<file path="src/rtl/owt_pkg.sv">
// Package: shared types of the ROM search step engine.
// Assumes: the status layout is fixed by the search protocol (bit0 id,
// bit1 complement, bit2 direction).
package owt_pkg;
    typedef enum logic [2:0] {
        ST_IDLE   = 3'd0,
        ST_RD_ID  = 3'd1,
        ST_RD_CMP = 3'd2,
        ST_WR     = 3'd3,
        ST_DONE   = 3'd4
    } owt_state_e;

    typedef struct packed {
        logic dir;
        logic cmp;
        logic id;
    } owt_status_t;

    localparam int OWT_STATUS_W = $bits(owt_status_t);
endpackage

</file>
<file path="src/rtl/owt_decide.sv">
// Module: branch decision of one search step.
// Purely combinational. Assumes id_bit and cmp_bit are the two read results,
// pref the preferred direction latched at start.
module owt_decide (
    input  logic id_bit,
    input  logic cmp_bit,
    input  logic pref,
    output logic dir,
    output logic restart
);
    // Pick the direction: invalid pair, forced by the single 1, or preferred.
    always_comb begin
        restart = id_bit & cmp_bit;
        if (restart)
            dir = 1'b0;
        else if (id_bit ^ cmp_bit)
            dir = id_bit;
        else
            dir = pref;
    end
endmodule

</file>
<file path="src/rtl/owt_seq.sv">
// Module: slot sequencer of one search step.
// Issues read, read and optionally write slots through a request/done
// handshake and records the status. Assumes slot_done arrives only while
// slot_req is high; a done pulse completes the current request.
module owt_seq
    import owt_pkg::*;
(
    input  logic        clk,
    input  logic        rst_n,
    input  logic        start,
    input  logic        pref_dir,
    input  logic        slot_done,
    input  logic        slot_rbit,
    input  logic        dec_dir,
    input  logic        dec_restart,
    output logic        pref_q,
    output logic        id_q,
    output logic        busy,
    output logic        done,
    output owt_status_t status_q,
    output logic        slot_req,
    output logic        slot_write,
    output logic        slot_wbit
);
    owt_state_e state_q, state_d;
    logic       dir_q;
    logic       cmp_q;

    // Next-state selection for the slot sequence.
    always_comb begin
        state_d = state_q;
        case (state_q)
            ST_IDLE:   if (start) state_d = ST_RD_ID;
            ST_RD_ID:  if (slot_done) state_d = ST_RD_CMP;
            ST_RD_CMP: if (slot_done) state_d = dec_restart ? ST_DONE : ST_WR;
            ST_WR:     if (slot_done) state_d = ST_DONE;
            ST_DONE:   state_d = ST_IDLE;
            default:   state_d = ST_IDLE;
        endcase
    end

    // State register.
    always_ff @(posedge clk) begin
        if (!rst_n) state_q <= ST_IDLE;
        else        state_q <= state_d;
    end

    // Latch the preferred bit at accept and the read results at slot ends.
    always_ff @(posedge clk) begin
        if (!rst_n) begin
            pref_q <= 1'b0;
            id_q   <= 1'b0;
            cmp_q  <= 1'b0;
            dir_q  <= 1'b0;
        end else begin
            if (state_q == ST_IDLE && start) pref_q <= pref_dir;
            if (state_q == ST_RD_ID && slot_done) id_q <= slot_rbit;
            if (state_q == ST_RD_CMP && slot_done) begin
                cmp_q <= slot_rbit;
                dir_q <= dec_dir;
            end
        end
    end

    // Status word, loaded only when the step completes.
    always_ff @(posedge clk) begin
        if (!rst_n) begin
            status_q <= '0;
        end else if (state_q == ST_RD_CMP && slot_done && dec_restart) begin
            status_q <= '{dir: 1'b0, cmp: 1'b1, id: 1'b1};
        end else if (state_q == ST_WR && slot_done) begin
            status_q <= '{dir: dir_q, cmp: cmp_q, id: id_q};
        end
    end

    // Handshake and status outputs decoded from the state.
    always_comb begin
        busy       = (state_q != ST_IDLE);
        done       = (state_q == ST_DONE);
        slot_req   = (state_q == ST_RD_ID) || (state_q == ST_RD_CMP) || (state_q == ST_WR);
        slot_write = (state_q == ST_WR);
        slot_wbit  = (state_q == ST_WR) ? dir_q : 1'b0;
    end
endmodule

</file>
<file path="src/rtl/owire_triplet.sv">
// Module: top of the ROM search step engine.
// Joins the sequencer and the decision logic. The decision sees the stored
// id bit and the live second read value so the direction is ready at the
// end of the second read.
module owire_triplet
    import owt_pkg::*;
(
    input  logic                    clk,
    input  logic                    rst_n,
    input  logic                    start,
    input  logic                    pref_dir,
    output logic                    busy,
    output logic                    done,
    output logic [OWT_STATUS_W-1:0] status,
    output logic                    slot_req,
    output logic                    slot_write,
    output logic                    slot_wbit,
    input  logic                    slot_done,
    input  logic                    slot_rbit
);
    logic        pref_q;
    logic        id_q;
    logic        dec_dir;
    logic        dec_restart;
    owt_status_t status_q;

    owt_decide u_decide (
        .id_bit  (id_q),
        .cmp_bit (slot_rbit),
        .pref    (pref_q),
        .dir     (dec_dir),
        .restart (dec_restart)
    );

    owt_seq u_seq (
        .clk         (clk),
        .rst_n       (rst_n),
        .start       (start),
        .pref_dir    (pref_dir),
        .slot_done   (slot_done),
        .slot_rbit   (slot_rbit),
        .dec_dir     (dec_dir),
        .dec_restart (dec_restart),
        .pref_q      (pref_q),
        .id_q        (id_q),
        .busy        (busy),
        .done        (done),
        .status_q    (status_q),
        .slot_req    (slot_req),
        .slot_write  (slot_write),
        .slot_wbit   (slot_wbit)
    );

    // Present the packed status on the port.
    always_comb status = status_q;
endmodule

</file>
<file path="config.mk">
export PLATFORM = sky130hd
export DESIGN_NAME = owire_triplet
export DESIGN_NICKNAME = d
export VERILOG_FILES = /design/src/rtl/owt_pkg.sv /design/src/rtl/owt_decide.sv /design/src/rtl/owt_seq.sv /design/src/rtl/owire_triplet.sv
export SDC_FILE = /design/constraint.sdc
export NUM_CORES = 1
export LEC_CHECK = 0
export ABC_AREA = 1
export BUFFER_PORTS_ARGS = -buffer_cell sky130_fd_sc_hd__buf_2
export CAP_MARGIN = 40
export CORE_AREA = 2 2 39 41
export CTS_BUF_LIST = sky130_fd_sc_hd__clkbuf_4 sky130_fd_sc_hd__clkbuf_8 sky130_fd_sc_hd__clkbuf_16
export DETAILED_ROUTE_END_ITERATION = 7
export DIE_AREA = 0 0 41 43
export MAX_ROUTING_LAYER = met4
export PLACE_DENSITY_LB_ADDON = 0.3
export REMOVE_ABC_BUFFERS = 1
export SLEW_MARGIN = 40
export SYNTH_ARGS = -nofsm -noshare
export SYNTH_HDL_FRONTEND = slang
export SYNTH_SLANG_ARGS = --single-unit
</file>
<file path="constraint.sdc">
create_clock -name clk -period 2.25 [get_ports clk]
set_clock_uncertainty 0.15 [all_clocks]
set_input_delay 0.225 -clock clk [delete_from_list [all_inputs] [get_ports clk]]
set_output_delay 0.225 -clock clk [all_outputs]
set_load 0.01 [all_outputs]
</file>
Word-level counts from Yosys, hierarchy flattened
Cells that the tools add are included.

Equality and inequality tests: 8. Mux-type cells: 11. Bitwise gates (word level): 3. Reductions and logical operators: 12.

Operators by type and width (count): two-way mux 3 bit (5); one-hot mux 3 bit (4 select lines) (1); equality test 3 x 2 -> 1 bit (second input constant) (2); != test 2 bit (second input constant) (3); logical AND 1 bit (5); two-way mux 2 bit (2); AND reduction 4 bit (1); equality test 3 x 1 -> 1 bit (second input constant) (1); equality test 3 bit (second input constant) (1); zero test 3 bit (1); two-way mux 1 bit (3); nonzero test 3 bit (1); logical OR 1 bit (2); != test 2 x 1 -> 1 bit (second input constant) (1); nonzero test 2 bit (1); OR reduction 2 bit (1); bitwise AND 1 bit (1); inverter 1 bit (1); XOR 1 bit (1).

Register bits: 10. Input bits: 6. Output and inout port bits: 8. Logic and storage cells: 42.

Longest topological paths before layout
Gate-level depths: netlist (run 1).

Depth after elaboration: 4. Gate-level depth with buffers: 9. Depth with buffers taken out: 8.

Cells and area by module
From an unflattened synthesis (run 1), not the netlist that was laid out.

Cell total of the unflattened synthesis: 90. Area total of the unflattened synthesis: 556.8 µm².

By module, submodules not included: owt_seq (instances 1, cells an instance 83, area each 519.2 µm², sequential area each 200.2 µm²); owt_decide (instances 1, cells an instance 7, area each 37.5 µm², sequential area each 0.0 µm²).

Worst setup path after synthesis (run 1)
No wires, ideal clock.

Path type: register to output. Start point: reg u_seq.state_q[1]. End point: out slot_wbit. Data arrival time: 0.869 ns. Data required time: 1.875 ns. Setup slack: 1.006 ns. Cell stages (with the launch flop): 6. Buffers on the path: 1. Path through: dfxtp_1 buf_6 nand2_2 nor2_4 inv_1 nor2_1.

Cells in the longest elaborated chain, start to end: 2.

Ends and longest elaborated chain: start: declaration (line owt_seq.sv:25) `owt_state_e state_q, state_d;`; start signal: assignment (line owt_seq.sv:45) `else state_q <= state_d;`; equality test 3 x 2 -> 1 bit; via slot_write (line owire_triplet.sv:16) `output logic slot_write,`; two-way mux 1 bit (line owt_seq.sv:82) `slot_wbit = (state_q == ST_WR) ? dir_q : 1'b0;`; end: declaration (line owire_triplet.sv:17) `output logic slot_wbit,`.

The timed path passes the listed nets, and every way through them passes these cells.

Final worst setup path (run 1)
Start point: reg u_seq.state_q[1]. End point: out slot_wbit.

Cells in the longest elaborated chain, start to end: 2.

Ends and longest elaborated chain (line): equality test 3 x 2 -> 1 bit (owt_seq.sv:82); two-way mux 1 bit (owt_seq.sv:82).

No other way between the ends.

==> metrics.txt, run 1 <==
syn avg cell area=6.57 µm²; Synth Register Bits=10; Die Span X=slightly above 40 µm; Slew Limit Fails=0; slew at the pin with the worst max-slew slack=approximately 0.26 ns; post-CTS setup repair buffer count=0; Total Wirelength=about 1100 µm; WL/cell=roughly 9.5 µm; cts hold-fix bufs=0; Root Buffer=clkbuf_4; Final WS setup=~0.58 ns; first-pass GRT wire length=about 1900 µm; vias in the first global route=slightly below 500; post-synthesis mux area share=approximately 1.8%; Synth Cell Area=552 µm²; Port Buf Inserts=13; CP Max Fanout=8; Synth Area in XOR/XNOR=0%; met1 wire length=460 µm; R2R Path Start=u_seq.state_q[1]; outcome=finished, final reports clean; Clock Latency Late Sink=around 0.27 ns; P_leak=between 0.0003 and 0.0004 µW; DR top layer=met4; Gate Count Post-Synth=84; antenna violations before repair=0; Hold Startpoint=rst_n; simple-gate area share of the yosys netlist=between 40% and 50%; grt ovf=0; core footprint=1380 µm²; Die Area=roughly 1800 µm²; pre-CTS setup slack=around 0.86 ns; Final setup viols=0; Final Cycle Share=between 70% and 80%; Worst IR Drop VDD=0.000474 V; CP Launch Point=u_seq.state_q[1]; Seq/Total Area, Yosys=between 30 and 40%; Crit Path Category=reg -> out; Vias/cell=5.07; fmax=roughly 600 MHz; relative slew slack=between 80% and 90%; crit path time final=between 1.5 and 2 ns; dpl hpwl=between 900 and 1000 µm; Final Total Pwr=665 µW; Worst-path clk slew=0.06 ns; starting density of the core=39.9%; CTS tree=yes; post-synthesis compound-gate area fraction=a little under a tenth; clk buf depth=2; Post-route DRC=0; Fin Setup TNS=0 ns; clock sinks=10; Max-cap violations=0; Setup crit end kind=output pin; Area Growth Syn to Fin=20.0%; unrepaired setup endpoints after global routing=false; Max H-tree Level=1; placer congestion estimate=roughly 0.83; initial DRC count=24; adder-cell share of the synthesized area=around 2.3%; Vias=588; worst hold slack=approximately 0.063 ns; fin nets=about 110; layout cell share with drive strength beyond 1=about 25%; Netlist cell types=17; GR Util All Layers=between 10% and 20%; # IOs=14; startpoint class of the critical path=flip-flop; ANT cells=0; Rows=14; CP Data Required Time=approximately 1.9 ns; First-pass DRT Iterations=4; DR WL met3=58 µm; Synth Warn #=0; Die Y=~43 µm; post-CTS sizing=0; largest family of logic cells by synthesized area=simple AND/OR/NAND/NOR gates; wire length on met2=560 µm; Hold Path Class=in -> reg; pin count of the biggest net entering global routing=9; Pwr per Cell Area=1010 nW/µm²; endpoints failing hold=0; Arr. time, crit path=1.29 ns; TritonCTS Buffers=3; antenna viol nets, final=0
==> stage by stage <==
step	std cells	instance area [µm²]	util (%)
after global placement	112	626	45.2
after CTS	116	662	47.8
final	116	662	47.8
after detailed placement	112	626	45.2
after global routing	116	662	47.8
after floorplan	83	541	-
==> cell usage after synthesis <==
cell | n | area (µm²)
a21oi_1 | 4 | 20.0
a31oi_1 | 2 | 12.5
buf_6 | 1 | 11.3
dfxtp_1 | 10 | 200
ha_1 | 1 | 12.5
inv_1 | 9 | 33.8
inv_2 | 2 | 7.51
mux2i_1 | 1 | 10.0
nand2_1 | 17 | 63.8
nand2_2 | 4 | 25.0
nand3_1 | 10 | 50.1
nand4_1 | 1 | 6.26
nor2_1 | 15 | 56.3
nor2_2 | 1 | 6.26
nor2_4 | 1 | 11.3
nor3_1 | 1 | 5.00
o21ai_0 | 4 | 20.0
==> routing by layer <==
| metal | GRT usage [%] | up-vias |
|---|---|---|
| met5 | - | - |
| met4 | 10.0 | 0 |
| met3 | 4.71 | 3 |
| met2 | 23.8 | 18 |
| met1 | 19.0 | 268 |
| li1 | - | 299 |
==> worst max-delay path, stage by stage (launching register included) <==
cell and delay (ns):
dfxtp_1 0.47, nand2_2 0.10, nor2_4 0.16, inv_1 0.07, nor2_1 0.09, buf_2 0.13
==> area by class of cell <==
type,instances,area (µm²)
fill,137,722
sequential,10,200
clock buffer,4,36.3
tap,16,20.0
inverter,11,41.3
timing repair buffer,13,65.1
multi-input combinational,62,299
==> where the power goes <==
part	leakage (µW)	internal [µW]	switching, µW
Combinational	0.000224	101	165
Clock	0.0000210	98.2	60.4
Sequential	0.0000815	206	34.4
==> cell families (layout without fill, tap and decap cells) <==
family / after synthesis / in the layout
simple gates: 50 / 50
compound gates: 10 / 10
buf+inv: 12 / 28
mux: 1 / 1
fa+ha+maj: 1 / 1
flops: 10 / 10
==> state kept, by name, indices dropped and copies added (netlist names) <==
signal          cells
u_seq.dir_q         1
u_seq.pref_q        1
u_seq.id_q          1
u_seq.status_q      3
u_seq.cmp_q         1
u_seq.state_q       3
==> cell usage in the layout, fill, tap and decap left out, drive strengths merged <==
master | synthesis | final
nor3 | 1 | 1
dfxtp | 10 | 10
a31oi | 2 | 2
nor2 | 17 | 17
inv | 11 | 11
nand4 | 1 | 1
nand3 | 10 | 10
buf | 1 | 13
a21oi | 4 | 4
mux2i | 1 | 1
o21ai | 4 | 4
ha | 1 | 1
nand2 | 21 | 21
clkbuf | 0 | 4
==> path summary, 6_finish.rpt <==
check	endpoint	slack [ns]	cells after the start
worst max-delay path	slot_wbit	0.58	5
worst min-delay path	u_seq.state_q[0]	0.06	3
worst max register to register	u_seq.dir_q	0.88	5
worst min register to register	u_seq.status_q[2]	0.31	2
(Power assumes the default switching activity.)
==> run 2, diff against run 1 <==
--- a/config.mk
+++ b/config.mk
@@ -5,7 +5,7 @@
 export SDC_FILE = /design/constraint.sdc
 export NUM_CORES = 1
 export LEC_CHECK = 0
-export ABC_AREA = 1
+export ABC_AREA = 0
 export BUFFER_PORTS_ARGS = -buffer_cell sky130_fd_sc_hd__buf_2
 export CAP_MARGIN = 40
 export CORE_AREA = 2 2 39 41
==> constraint.sdc (replaced) <==
create_clock -name clk -period 1.6 [get_ports clk]
set_clock_uncertainty 0.15 [all_clocks]
set_input_delay 0.16 -clock clk [delete_from_list [all_inputs] [get_ports clk]]
set_output_delay 0.16 -clock clk [all_outputs]
set_load 0.01 [all_outputs]
==> run 2 against run 1 <==
Combinational power fell by 70%. Synthesized cell count decreased by 38%. Sequential share of layout area is 1.5 points higher.
==> metrics.txt, run 2 <==
clk buf depth=2; unrepaired setup endpoints after global routing=false; Fin Setup TNS=0 ns; Seq/Total Area, Yosys=36.7%; # IOs=14; syn avg cell area=10.5 µm²; Arr. time, crit path=between 1 and 1.5 ns; Worst IR Drop VDD=~0.00031 V; antenna viol nets, final=0; Slew Limit Fails=0; Area Growth Syn to Fin=17.7%; Worst-path clk slew=0.06 ns; Sequential Power Share=around 53%; Post-synth EDFFs=0; grt ovf=0; Post-route DRC=0; Crit Path Category=reg -> out; cts hold-fix bufs=0; largest area contributor in the netlist=dfxtp_1; commonest cells in the netlist=10 x dfxtp_1, 5 x mux2i_1, 4 x nand2_1, 3 x nor2_1, 3 x nor2b_1; startpoint class of the critical path=flip-flop; Pint=389 µW; dpl hpwl=between 700 and 800 µm; CP Data Required Time=roughly 1.3 ns; Synth Cell Area=roughly 550 µm²; placer congestion estimate=around 0.71; vias in the first global route=381; starting density of the core=about two fifths; ANT cells=0; Max-cap violations=0; clock sinks=10; core footprint=between 1000 and 1500 µm²; Pwr per Cell Area=around 800 nW/µm²; Die Area=approximately 1800 µm²; Rows=14; Max H-tree Level=1; Die Span X=41 µm; Root Buffer=clkbuf_4; Setup crit end kind=output pin; Gate Count Post-Synth=52; Port Buf Inserts=13; TritonCTS Buffers=3; crit path time final=1.53 ns; Total Wirelength=approximately 900 µm; Area contributors post-synth=dfxtp_1 37%, mux2i_1 9.2%, and4bb_2 4.6%, nand4b_4 4.4%, nor4b_4 4.4%; combinational share of power=between 15 and 20%; Vias/cell=~5.0; commonest non-fill, non-tap cell in the layout=buf_2; GR Util All Layers=between 10% and 20%; Hold Path Class=in -> reg; first-pass GRT wire length=1460 µm; relative slew slack=between 80% and 90%; pin count of the biggest net entering global routing=12; fill cell count=between 150 and 200; Clock Latency Late Sink=0.25 ns; P_sw=between 100 and 150 µW; Primary FF master, synth=dfxtp_1; fin nets=76; antenna violations before repair=0; layout cell share with drive strength beyond 1=between 40% and 50%; endpoints failing hold=0; slew at the pin with the worst max-slew slack=around 0.22 ns; WL/cell=~11 µm; switching share of power=between 20% and 30%; Yosys top cell area share=a little under two fifths; post-CTS setup repair buffer count=0; Synth async-reset ratio=0%; First-pass DRT Iterations=2; CTS tree=yes; P_leak=a little over 0.0003 µW; outcome=finished, final reports clean; CP Max Fanout=8; Final Total Pwr=513 µW; Clock power frac=31.1%; initial DRC count=1; fmax=roughly 650 MHz; Die Y=roughly 43 µm; Netlist cell types=26; Vias=416; commonest non-fill, non-tap cells in the layout=13 x buf_2, 7 x dfxtp_1, 5 x mux2i_1; Synth Warn #=0; count leader, synth=dfxtp_1; Final Cycle Share=a little over nine tenths; Top Registers=u_seq.state_q x3, u_seq.status_q x3; Final setup viols=0; Synth Register Bits=10
## run 2: cell types whose count changed in the layout (fill, tap and decap cells not counted), sizes merged, moves of 2 or more
cell    before  now
mux2i        1    5
and2         0    2
a31oi        2    0
nand3       10    0
a21boi       0    2
nor2        17    3
nand2       21    4
nor2b        0    3
and4bb       0    2
o21ai        4    2
mux2         0    2
nand4b       0    2
inv         11    1
a21oi        4    2
## run 2: per-layer routing
metal | up-vias | GRT usage [%] | part of all wire, %
li1 | 218 | - | -
met1 | 188 | 14.0 | 45
met2 | 8 | 18.8 | 48
met3 | 2 | 3.14 | 4.0
met4 | 0 | 10.0 | 2.1
met5 | - | - | 0
## run 2: cell type report
class | instances | area (µm²) | share of cell area, %
inverters | 1 | 3.75 | 0.585
flip-flops and latches | 10 | 204 | 31.8
repair buffers | 14 | 72.6 | 11.3
multi-input cells | 39 | 319 | 49.7
well taps | 16 | 20.0 | 3.12
clock buffers | 3 | 22.5 | 3.51
## run 2: final timing paths
kind                    start      endpoint  slack, ns  cells after the start
min                  pref_dir  u_seq.pref_q       0.02                      3
min reg2reg       u_seq.dir_q   u_seq.dir_q       0.33                      2
max          u_seq.state_q[0]          busy       0.07                      2
max reg2reg        u_seq.id_q   u_seq.dir_q       0.22                      4
## run 2: kinds of logic (layout without fill, tap and decap cells)
kind of cell / Yosys count / in the layout / share of synthesized area, %
mux: 7 / 7 / 14.0
buf+inv: 3 / 18 / 4.82
fa+ha+maj: 1 / 1 / 2.29
compound gates: 8 / 8 / 8.95
simple gates: 23 / 23 / 33.3
flops: 10 / 10 / 36.7
## run 2: power groups by stage
stage / Clock [µW] / Combinational [µW] / Sequential (µW)
after floorplan: 0 / 49.5 / 278
after global placement: 0 / 79.8 / 278
after global routing: 178 / 90.2 / 276
after CTS: 170 / 81.0 / 274
final: 160 / 79.8 / 274
after detailed placement: 0 / 80.8 / 279
## run 2: through the flow
stage	area, µm²	hold WS (ns)	setup WS, ns	util (%)	std cells
final	642	0.0231	0.0662	46.4	83
after floorplan	523	0.138	0.192	-	50
after CTS	639	0.0204	0.00987	46.2	83
after detailed placement	616	0.282	0.113	44.5	80
after global placement	616	0.278	0.142	44.5	80
after global routing	642	0.0455	0.0240	46.4	83
## run 2: critical path, stage by stage, from the launching register on
cell	delay, ns
dfxtp_2	0.36
or3_2	0.47
buf_2	0.15
## run 2: repair_timing
item                                    4_1_cts  5_1_grt
resized for setup                             1        2
pin swaps                                     0        0
endpoints found under the setup margin        1        2
